--- src/rtl/pbus_ack_pkg.sv ---
package pbus_ack_pkg;

  typedef enum logic [1:0] {
    ST_IDLE   = 2'd0,
    ST_SETTLE = 2'd1,
    ST_OFFER  = 2'd2,
    ST_HELD   = 2'd3
  } pbus_state_e;

endpackage

--- src/rtl/pbus_sync.sv ---
module pbus_sync #(
  parameter int STAGES = 2
) (
  input  logic clk,
  input  logic rst_n,
  input  logic d_i,
  output logic q_o
);
  logic [STAGES-1:0] sh_q;

  generate
    for (genvar g = 0; g < STAGES; g++) begin : g_stage
      if (g == 0) begin : g_first
        always_ff @(posedge clk or negedge rst_n) begin
          if (!rst_n) sh_q[0] <= 1'b0;
          else        sh_q[0] <= d_i;
        end
      end else begin : g_next
        always_ff @(posedge clk or negedge rst_n) begin
          if (!rst_n) sh_q[g] <= 1'b0;
          else        sh_q[g] <= sh_q[g-1];
        end
      end
    end
  endgenerate

  assign q_o = sh_q[STAGES-1];
endmodule

--- src/rtl/pbus_timer.sv ---
module pbus_timer #(
  parameter int WIDTH = 8
) (
  input  logic             clk,
  input  logic             rst_n,
  input  logic             load_i,
  input  logic             dec_i,
  input  logic [WIDTH-1:0] load_val_i,
  output logic             zero_o
);
  logic [WIDTH-1:0] cnt_q, cnt_d;

  always_comb begin
    cnt_d = cnt_q;
    if (load_i)                               cnt_d = load_val_i;
    else if (dec_i && (cnt_q != '0))          cnt_d = cnt_q - 1'b1;
  end

  always_ff @(posedge clk or negedge rst_n) begin
    if (!rst_n) cnt_q <= '0;
    else        cnt_q <= cnt_d;
  end

  assign zero_o = (cnt_q == '0);
endmodule

--- src/rtl/pbus_ack_gen.sv ---
module pbus_ack_gen
  import pbus_ack_pkg::*;
#(
  parameter int SETTLE_CYC   = 20,
  parameter int BUSY_TIMEOUT = 16,
  parameter int SYNC_STAGES  = 2
) (
  input  logic clk,
  input  logic rst_n,
  input  logic pb_req_i,
  input  logic pb_busy_i,
  input  logic io_grant_ok_i,
  output logic pb_ack_o,
  output logic io_active_o
);
  localparam int MAXC = (SETTLE_CYC > BUSY_TIMEOUT) ? SETTLE_CYC : BUSY_TIMEOUT;
  localparam int TW   = $clog2(MAXC + 1);
  localparam logic [TW-1:0] SETTLE_LD = TW'(SETTLE_CYC - 1);
  localparam logic [TW-1:0] TOUT_LD   = TW'(BUSY_TIMEOUT - 1);

  logic rst_n_s, req_s, busy_s;
  logic set_ld, set_dec, set_zero;
  logic to_ld, to_dec, to_zero;
  pbus_state_e state_q, state_d;

  // Reset: asserted asynchronously, released after the synchronizer chain
  pbus_sync #(.STAGES(2)) u_rst_sync (
    .clk(clk), .rst_n(rst_n), .d_i(1'b1), .q_o(rst_n_s)
  );
  pbus_sync #(.STAGES(SYNC_STAGES)) u_req_sync (
    .clk(clk), .rst_n(rst_n_s), .d_i(pb_req_i), .q_o(req_s)
  );
  pbus_sync #(.STAGES(SYNC_STAGES)) u_busy_sync (
    .clk(clk), .rst_n(rst_n_s), .d_i(pb_busy_i), .q_o(busy_s)
  );

  pbus_timer #(.WIDTH(TW)) u_settle_tmr (
    .clk(clk), .rst_n(rst_n_s), .load_i(set_ld), .dec_i(set_dec),
    .load_val_i(SETTLE_LD), .zero_o(set_zero)
  );
  pbus_timer #(.WIDTH(TW)) u_tout_tmr (
    .clk(clk), .rst_n(rst_n_s), .load_i(to_ld), .dec_i(to_dec),
    .load_val_i(TOUT_LD), .zero_o(to_zero)
  );

  always_comb begin
    state_d = state_q;
    set_ld  = 1'b0;
    set_dec = 1'b0;
    to_ld   = 1'b0;
    to_dec  = 1'b0;
    unique case (state_q)
      ST_IDLE: begin
        if (req_s && !busy_s) begin
          state_d = ST_SETTLE;
          set_ld  = 1'b1;
        end
      end
      ST_SETTLE: begin
        if (!req_s) begin
          state_d = ST_IDLE;
        end else if (set_zero && io_grant_ok_i) begin
          state_d = ST_OFFER;
          to_ld   = 1'b1;
        end else begin
          set_dec = 1'b1;
        end
      end
      ST_OFFER: begin
        if (busy_s)       state_d = ST_HELD;
        else if (to_zero) state_d = ST_IDLE;
        else              to_dec  = 1'b1;
      end
      ST_HELD: begin
        if (!busy_s) state_d = ST_IDLE;
      end
      default: state_d = ST_IDLE;
    endcase
  end

  always_ff @(posedge clk or negedge rst_n_s) begin
    if (!rst_n_s) state_q <= ST_IDLE;
    else          state_q <= state_d;
  end

  assign pb_ack_o    = (state_q == ST_OFFER);
  assign io_active_o = (state_q == ST_OFFER) || (state_q == ST_HELD);

  // Observation counters for the checks below
  logic [TW-1:0] req_run_q, ack_run_q;
  always_ff @(posedge clk or negedge rst_n_s) begin
    if (!rst_n_s) begin
      req_run_q <= '0;
      ack_run_q <= '0;
    end else begin
      if (!req_s)                            req_run_q <= '0;
      else if (req_run_q != TW'(SETTLE_CYC)) req_run_q <= req_run_q + 1'b1;
      if (!pb_ack_o)                         ack_run_q <= '0;
      else if (ack_run_q != TW'(MAXC))       ack_run_q <= ack_run_q + 1'b1;
    end
  end


  settle_window_chk: assert property (@(posedge clk) disable iff (!rst_n_s)
    $rose(pb_ack_o) |-> (req_run_q == TW'(SETTLE_CYC)));

  grant_gate_chk: assert property (@(posedge clk) disable iff (!rst_n_s)
    $rose(pb_ack_o) |-> $past(io_grant_ok_i));

  busy_release_chk: assert property (@(posedge clk) disable iff (!rst_n_s)
    (pb_ack_o && busy_s) |=> !pb_ack_o);

  active_cover_chk: assert property (@(posedge clk) disable iff (!rst_n_s)
    pb_ack_o |-> io_active_o);

  active_drop_chk: assert property (@(posedge clk) disable iff (!rst_n_s)
    $fell(io_active_o) |-> (!busy_s || $past(pb_ack_o)));

  offer_timeout_chk: assert property (@(posedge clk) disable iff (!rst_n_s)
    pb_ack_o |-> (ack_run_q < TW'(BUSY_TIMEOUT)));

  held_no_ack_chk: assert property (@(posedge clk) disable iff (!rst_n_s)
    (io_active_o && !pb_ack_o && busy_s) |=> !pb_ack_o);
endmodule

--- config.mk ---
export PLATFORM = sky130hd
export DESIGN_NAME = pbus_ack_gen
export DESIGN_NICKNAME = d
export VERILOG_FILES = /design/src/rtl/pbus_ack_pkg.sv /design/src/rtl/pbus_sync.sv /design/src/rtl/pbus_timer.sv /design/src/rtl/pbus_ack_gen.sv
export SDC_FILE = /design/constraint.sdc
export NUM_CORES = 1
export LEC_CHECK = 0
export ABC_AREA = 1
export CORE_ASPECT_RATIO = 1.2
export CORE_UTILIZATION = 50
export CTS_BUF_LIST = sky130_fd_sc_hd__clkbuf_4 sky130_fd_sc_hd__clkbuf_8 sky130_fd_sc_hd__clkbuf_16
export CTS_CLUSTER_SIZE = 24
export DETAILED_ROUTE_END_ITERATION = 10
export HOLD_SLACK_MARGIN = 0.15
export PLACE_DENSITY = 0.7
export SLEW_MARGIN = 10
export SYNTH_ARGS = -nofsm -noshare
export SYNTH_HDL_FRONTEND = slang
export SYNTH_SLANG_ARGS = --single-unit
export TNS_END_PERCENT = 100
--- constraint.sdc ---
create_clock -name clk -period 0.8 [get_ports clk]
set_input_delay 0.16 -clock clk [delete_from_list [all_inputs] [get_ports clk]]
set_output_delay 0.16 -clock clk [all_outputs]
set_load 0.03 [all_outputs]
# == Yosys cells after proc, flatten, opt, wreduce, memory -nomap -nowiden ==
# Cells that the tools add are included.
# word_totals
reg_bits,18
input_bits,5
out_inout_bits,2
elab_cells,54
# classes
addsub,2
n_eq_ne,7
muxes,22
reduce_logical,14
# op_table
cell,n
5-bit 2-to-1 mux,4
2-bit 2-to-1 mux,6
1-bit 2-to-1 mux,11
5-bit logical NOT,2
5-bit nonzero test,2
"5-bit by 1-bit subtractor with 5-bit output, second input constant",2
2-bit one-hot mux with 4 select lines,1
"2-bit == test, second input constant",2
1-bit logical AND,4
"2-bit != test, second input constant",2
4-bit AND reduction,1
2-bit nonzero test,2
"3-bit by 1-bit != test with 1-bit output, second input constant",1
"3-bit != test, second input constant",1
"2-bit by 1-bit == test with 1-bit output, second input constant",1
2-bit logical NOT,1
1-bit logical NOT,1
1-bit logical OR,1

# == Depth between registers and ports, before layout ==
# logic_depth
ltp_word,8
ltp_mapped,8
mapped_depth_nobuf,8

# == Modules after synthesis ==
# Synthesis repeated with hierarchy kept, for this count alone.
# unflattened
cells_unflattened,135
hier_area_um2,1031.0
# modules_own_cells
module,instances,cells_each,area_per_inst_um2,seq_area_each_um2
pbus_timer,2,46,335.3,125.1
pbus_ack_gen,1,37,210.2,50.0
pbus_sync,3,2,50.0,50.0

# == Worst setup path before layout ==
# OpenSTA, ideal clock, no wires.
# synth_timing
path_type,register to register
from,register u_tout_tmr.cnt_q[0]
to,register u_tout_tmr.cnt_q[3]
setup_time_ps,125
t_arrival_ps,1046
t_required_ps,675
path_slack_ps,-371
stages_incl_launch_ff,9
path_buffers,0
period_less_slack_ps,1171
cell_sequence,dfrtp_1 -> inv_1 -> ha_1 -> nand3_1 -> nand2_2 -> inv_2 -> nand2_1 -> nand2_1 -> nand3_1
# synth_via
elab_chain_len,6
# synth_lines
item,line_no,text
"start, declared",pbus_timer.sv:11,"logic [WIDTH-1:0] cnt_q, cnt_d;"
"start signal, assigned",pbus_timer.sv:21,else cnt_q <= cnt_d;
branches (longest 6 deep; another with 5-bit by 1-bit subtractor with 5-bit output),--,
# Parallel ways; which one is timed is not known. The select of a mux whose other input is x is not followed.
# A chain may end at the register's enable or synchronous reset.

# == Final worst setup path ==
# layout_timing
from,register u_settle_tmr.cnt_q[1]
to,register u_tout_tmr.cnt_q[1]
# layout_via
elab_chain_len,6
# layout_lines
item,line_no,text
"start, declared",pbus_timer.sv:11,
"start signal, assigned",pbus_timer.sv:21,
5-bit logical NOT (*),pbus_timer.sv:24,assign zero_o = (cnt_q == '0);
1-bit logical AND (*),pbus_ack_gen.sv:62,end else if (set_zero && io_grant_ok_i) begin
1-bit 2-to-1 mux (*),pbus_ack_gen.sv:62,
1-bit 2-to-1 mux (*),pbus_ack_gen.sv:60,if (!req_s) begin
1-bit 2-to-1 mux (*),pbus_ack_gen.sv:52,unique case (state_q)
5-bit 2-to-1 mux / 2-bit nonzero test (equally long branches),--,
# Mark *: on every way between the ends. The rest lies on a longest branch, timed or not.

==> flow_metrics.py <==
metrics = {
    "drt": {
        "initialDrtViolationCount": 19,
        "dr_wl_met3_um": 55,
        "viasPerCell": 5.34,
        "drt.antenna.violating_nets": 0,
        "routed-wl-met2_um": 989,
        "wirelength_per_cell_um": 11.9,
        "dr_total_vias": 828,
        "highest_layer": "met4",
        "wl_met1_um": 757,
        "postRouteWirelength_mm": 1.85,
        "route.detailed.drc": 0,
        "number_of_detailed_route_iterations_in_the_first_pass": 4,
    },
    "timing": {
        "final_period_minus_worst_setup_slack_ns": 1.27,
        "timing.hold.ws_ns": 0.181,
        "fmaxAchievable_mhz": 785,
        "finalCritPeriodShare_pct": 159,
        "fin_ws_ns": -0.474,
        "clock_skew_ns": 0.00165,
        "slew_viol_final": 0,
        "report.final.setup_viol": 14,
        "hold_violations": 0,
        "grt_setup_unrepaired": "true",
        "setup_tns_ns": -5.71,
    },
    "pwr": {
        "cell_internal_pwr_mw": 2.69,
        "pwr-share-clk_pct": 13.1,
        "power.net_switching_mw": 1.61,
        "p_sw_share_pct": 37.4,
        "power_mw": 4.30,
        "irDropWorstVdd_mv": 1.93,
        "power_per_cell_area_mw_per_mm2": 3390,
        "power.combinational.fraction_pct": 54.7,
        "power_leakage_nw": 0.652,
        "p_seq_share_pct": 32.2,
    },
    "setup_path": {
        "worst_setup_path_end_kind": "flip-flop",
        "worstSetupPathType": "reg -> reg",
        "required_ns": 1.02,
        "critical_path_arrival_ns": 1.49,
        "r2r_slack_ns": -0.47,
        "worst-path-max-fanout": 4,
        "r2r.worst_path.cells": 6,
        "critPathLaunchType": "flip-flop",
    },
    "clock_tree": {
        "cts_buffer_depth": 2,
        "root_buf_cell": "sky130_fd_sc_hd__clkbuf_4",
        "cts-buffers-inserted": 3,
        "worst_setup_hold_path_clk_slew_ns": 0.10,
        "clock_sinks": 18,
        "cts_tree": "done",
        "cts_htree_levels": 1,
        "insertion_delay_ns": 0.29,
    },
    "placement": {
        "portBuffers": 6,
        "dpl_worst_slack_ns": -0.439,
        "dp_hpwl_mm": 1.28,
        "postPlaceCellArea_mm2": 0.00110,
        "place_congestion": 0.696,
        "placedCellCount": 144,
    },
    "layout": {
        "num-fill-cells": 91,
        "final_cell_area_mm2": 0.00127,
        "drive_gt1_share_pct": 44.9,
        "layout-area-overhead-vs-synth_pct": 49.6,
        "post-route-util_pct": 84.5,
        "layout.cells.non_filler": 155,
        "final_net_count": 146,
        "antenna_cells_inserted": 0,
    },
    "die": {
        "die_x_um": 39.6,
        "floorplan.initialDensity_pct": 56.5,
        "boundaryPins": 7,
        "placeableCoreArea_mm2": 0.00150,
        "design.die.area_mm2": 0.00187,
        "die_height_um": 47.1,
        "fp-row-count": 15,
    },
    "global_routing": {
        "global_route.overflow_total": 0,
        "gr_usage_total_pct": 22.2,
        "first_pass_grt_wire_length_mm": 2.81,
        "first_global_vias": 749,
        "pin_count_of_the_biggest_net_entering_global_routing": 11,
        "grt_antenna_before_repair": 0,
    },
    "synthesis": {
        "synth.distinct_cells": 19,
        "netlist_area_um2": 848,
        "synth_warnings": 0,
        "synth_nets": 109,
        "syn-instance-count": 102,
        "synth-seq-area-share_pct": 53.1,
        "ys_ff_latch": 18,
        "syn_area_per_cell_um2": 8.32,
    },
    "outcome": {
        "failed_checks": "setup timing",
        "outcome": "finished, violations left",
    },
    "worst_hold_path": {
        "type_of_the_most_critical_hold_path": "reg -> async",
    },
    "flow_run": {
        "cap_viol_max_count": 0,
    },
}
-- final cells by class --
class                   instances  area (um^2)  share of cell area, %
inverters                      16         60.1                   4.73
multi-input cells              67          428                   33.7
well taps                      17         21.3                   1.68
repair buffers                 33          272                   21.4
flip-flops and latches         18          452                   35.6
clock buffers                   4         36.3                   2.86
-- layer usage --
layer	GRT usage, %	up-vias
li1	-	396
met1	25.0	402
met2	40.7	22
met3	4.27	8
met4	8.28	0
met5	0	-
-- placed cells by master, fill, tap and decap left out, drive strengths merged --
cell / synthesis / routed
dfrtp: 18 / 18
nor2: 8 / 8
inv: 16 / 16
nand4: 1 / 1
o21ai: 1 / 1
buf: 0 / 28
nand2: 27 / 27
nor3: 2 / 2
o211ai: 2 / 2
dlygate4sd3: 0 / 1
clkdlybuf4s50: 0 / 4
nand3: 18 / 18
clkbuf: 1 / 4
xor2: 1 / 1
a21oi: 2 / 2
xnor2: 1 / 1
ha: 2 / 2
a21boi: 1 / 1
conb: 1 / 1
-- worst max-delay path, cell delays in order (launching register included) --
cell and delay [ns]:
sky130_fd_sc_hd__dfrtp_1 0.41, sky130_fd_sc_hd__inv_2 0.08, sky130_fd_sc_hd__ha_4 0.15, sky130_fd_sc_hd__nand4_1 0.19, sky130_fd_sc_hd__nor2_2 0.21, sky130_fd_sc_hd__inv_2 0.09
sky130_fd_sc_hd__o211ai_1 0.08
-- Yosys cell counts --
cell type / instances / area share [%]
sky130_fd_sc_hd__a21boi_0: 1 / 0.89
sky130_fd_sc_hd__a21oi_1: 2 / 1.2
sky130_fd_sc_hd__clkbuf_1: 1 / 0.44
sky130_fd_sc_hd__conb_1: 1 / 0.44
sky130_fd_sc_hd__dfrtp_1: 18 / 53
sky130_fd_sc_hd__ha_1: 2 / 2.9
sky130_fd_sc_hd__inv_1: 13 / 5.8
sky130_fd_sc_hd__inv_2: 3 / 1.3
sky130_fd_sc_hd__nand2_1: 24 / 11
sky130_fd_sc_hd__nand2_2: 3 / 2.2
sky130_fd_sc_hd__nand3_1: 18 / 11
sky130_fd_sc_hd__nand4_1: 1 / 0.74
sky130_fd_sc_hd__nor2_1: 6 / 2.7
sky130_fd_sc_hd__nor2_2: 2 / 1.5
sky130_fd_sc_hd__nor3_1: 2 / 1.2
sky130_fd_sc_hd__o211ai_1: 2 / 1.8
sky130_fd_sc_hd__o21ai_0: 1 / 0.59
sky130_fd_sc_hd__xnor2_1: 1 / 1.0
sky130_fd_sc_hd__xor2_1: 1 / 1.0
-- state kept, by name, indices dropped and copies added, names as in the netlist --
signal              cells
u_rst_sync.q_o          1
u_busy_sync.q_o         1
state_q                 2
u_tout_tmr.cnt_q        5
u_req_sync.q_o          1
u_settle_tmr.cnt_q      5
u_req_sync.sh_q         1
u_rst_sync.sh_q         1
u_busy_sync.sh_q        1
-- worst paths after layout --
| path | from | endpoint |
|---|---|---|
| max in group asynchronous | rst_n | u_rst_sync.q_o$_DFF_PN0_ |
| hold reg to reg | u_rst_sync.q_o$_DFF_PN0_ | u_busy_sync.q_o$_DFF_PN0_ |
| setup / recovery | u_settle_tmr.cnt_q[1]$_DFFE_PN0P_ | u_tout_tmr.cnt_q[1]$_DFFE_PN0P_ |
| hold / removal | u_rst_sync.q_o$_DFF_PN0_ | u_busy_sync.q_o$_DFF_PN0_ |
| min in group clk | pb_busy_i | u_busy_sync.sh_q[0]$_DFF_PN0_ |
| setup reg to reg | u_settle_tmr.cnt_q[1]$_DFFE_PN0P_ | u_tout_tmr.cnt_q[1]$_DFFE_PN0P_ |
-- power by group through the flow --
stage	logic [mW]	registers, mW	clock network, mW
6_report	2.35	1.38	0.563
5_1_grt	2.62	1.41	0.600
3_3_place_gp	1.83	1.38	0
4_1_cts	2.07	1.36	0.568
3_5_place_dp	1.91	1.39	0
2_1_floorplan	1.09	1.41	0
-- kinds of logic (layout without fill, tap and decap cells) --
logic type	count (synthesis)	after routing	synth area share, %
adders and majority gates	2	2	2.95
DFF	18	18	53.1
buffers and inverters	17	53	7.52
other	1	1	0.442
and+or+nand+nor	56	56	29.5
xor gates and xnor gates	2	2	2.07
AOI/OAI and AO/OA	6	6	4.42
-- repair_timing --
action | 4_1_cts | 5_1_grt
setup endpoints to repair | 14 | 14
pin swaps | 3 | 5
hold buffers | 1 | 0
buffers inserted | 2 | 4
gates resized for setup | 9 | 12
hold endpoints to repair | 2 | 0
(Power assumes the default switching activity.)
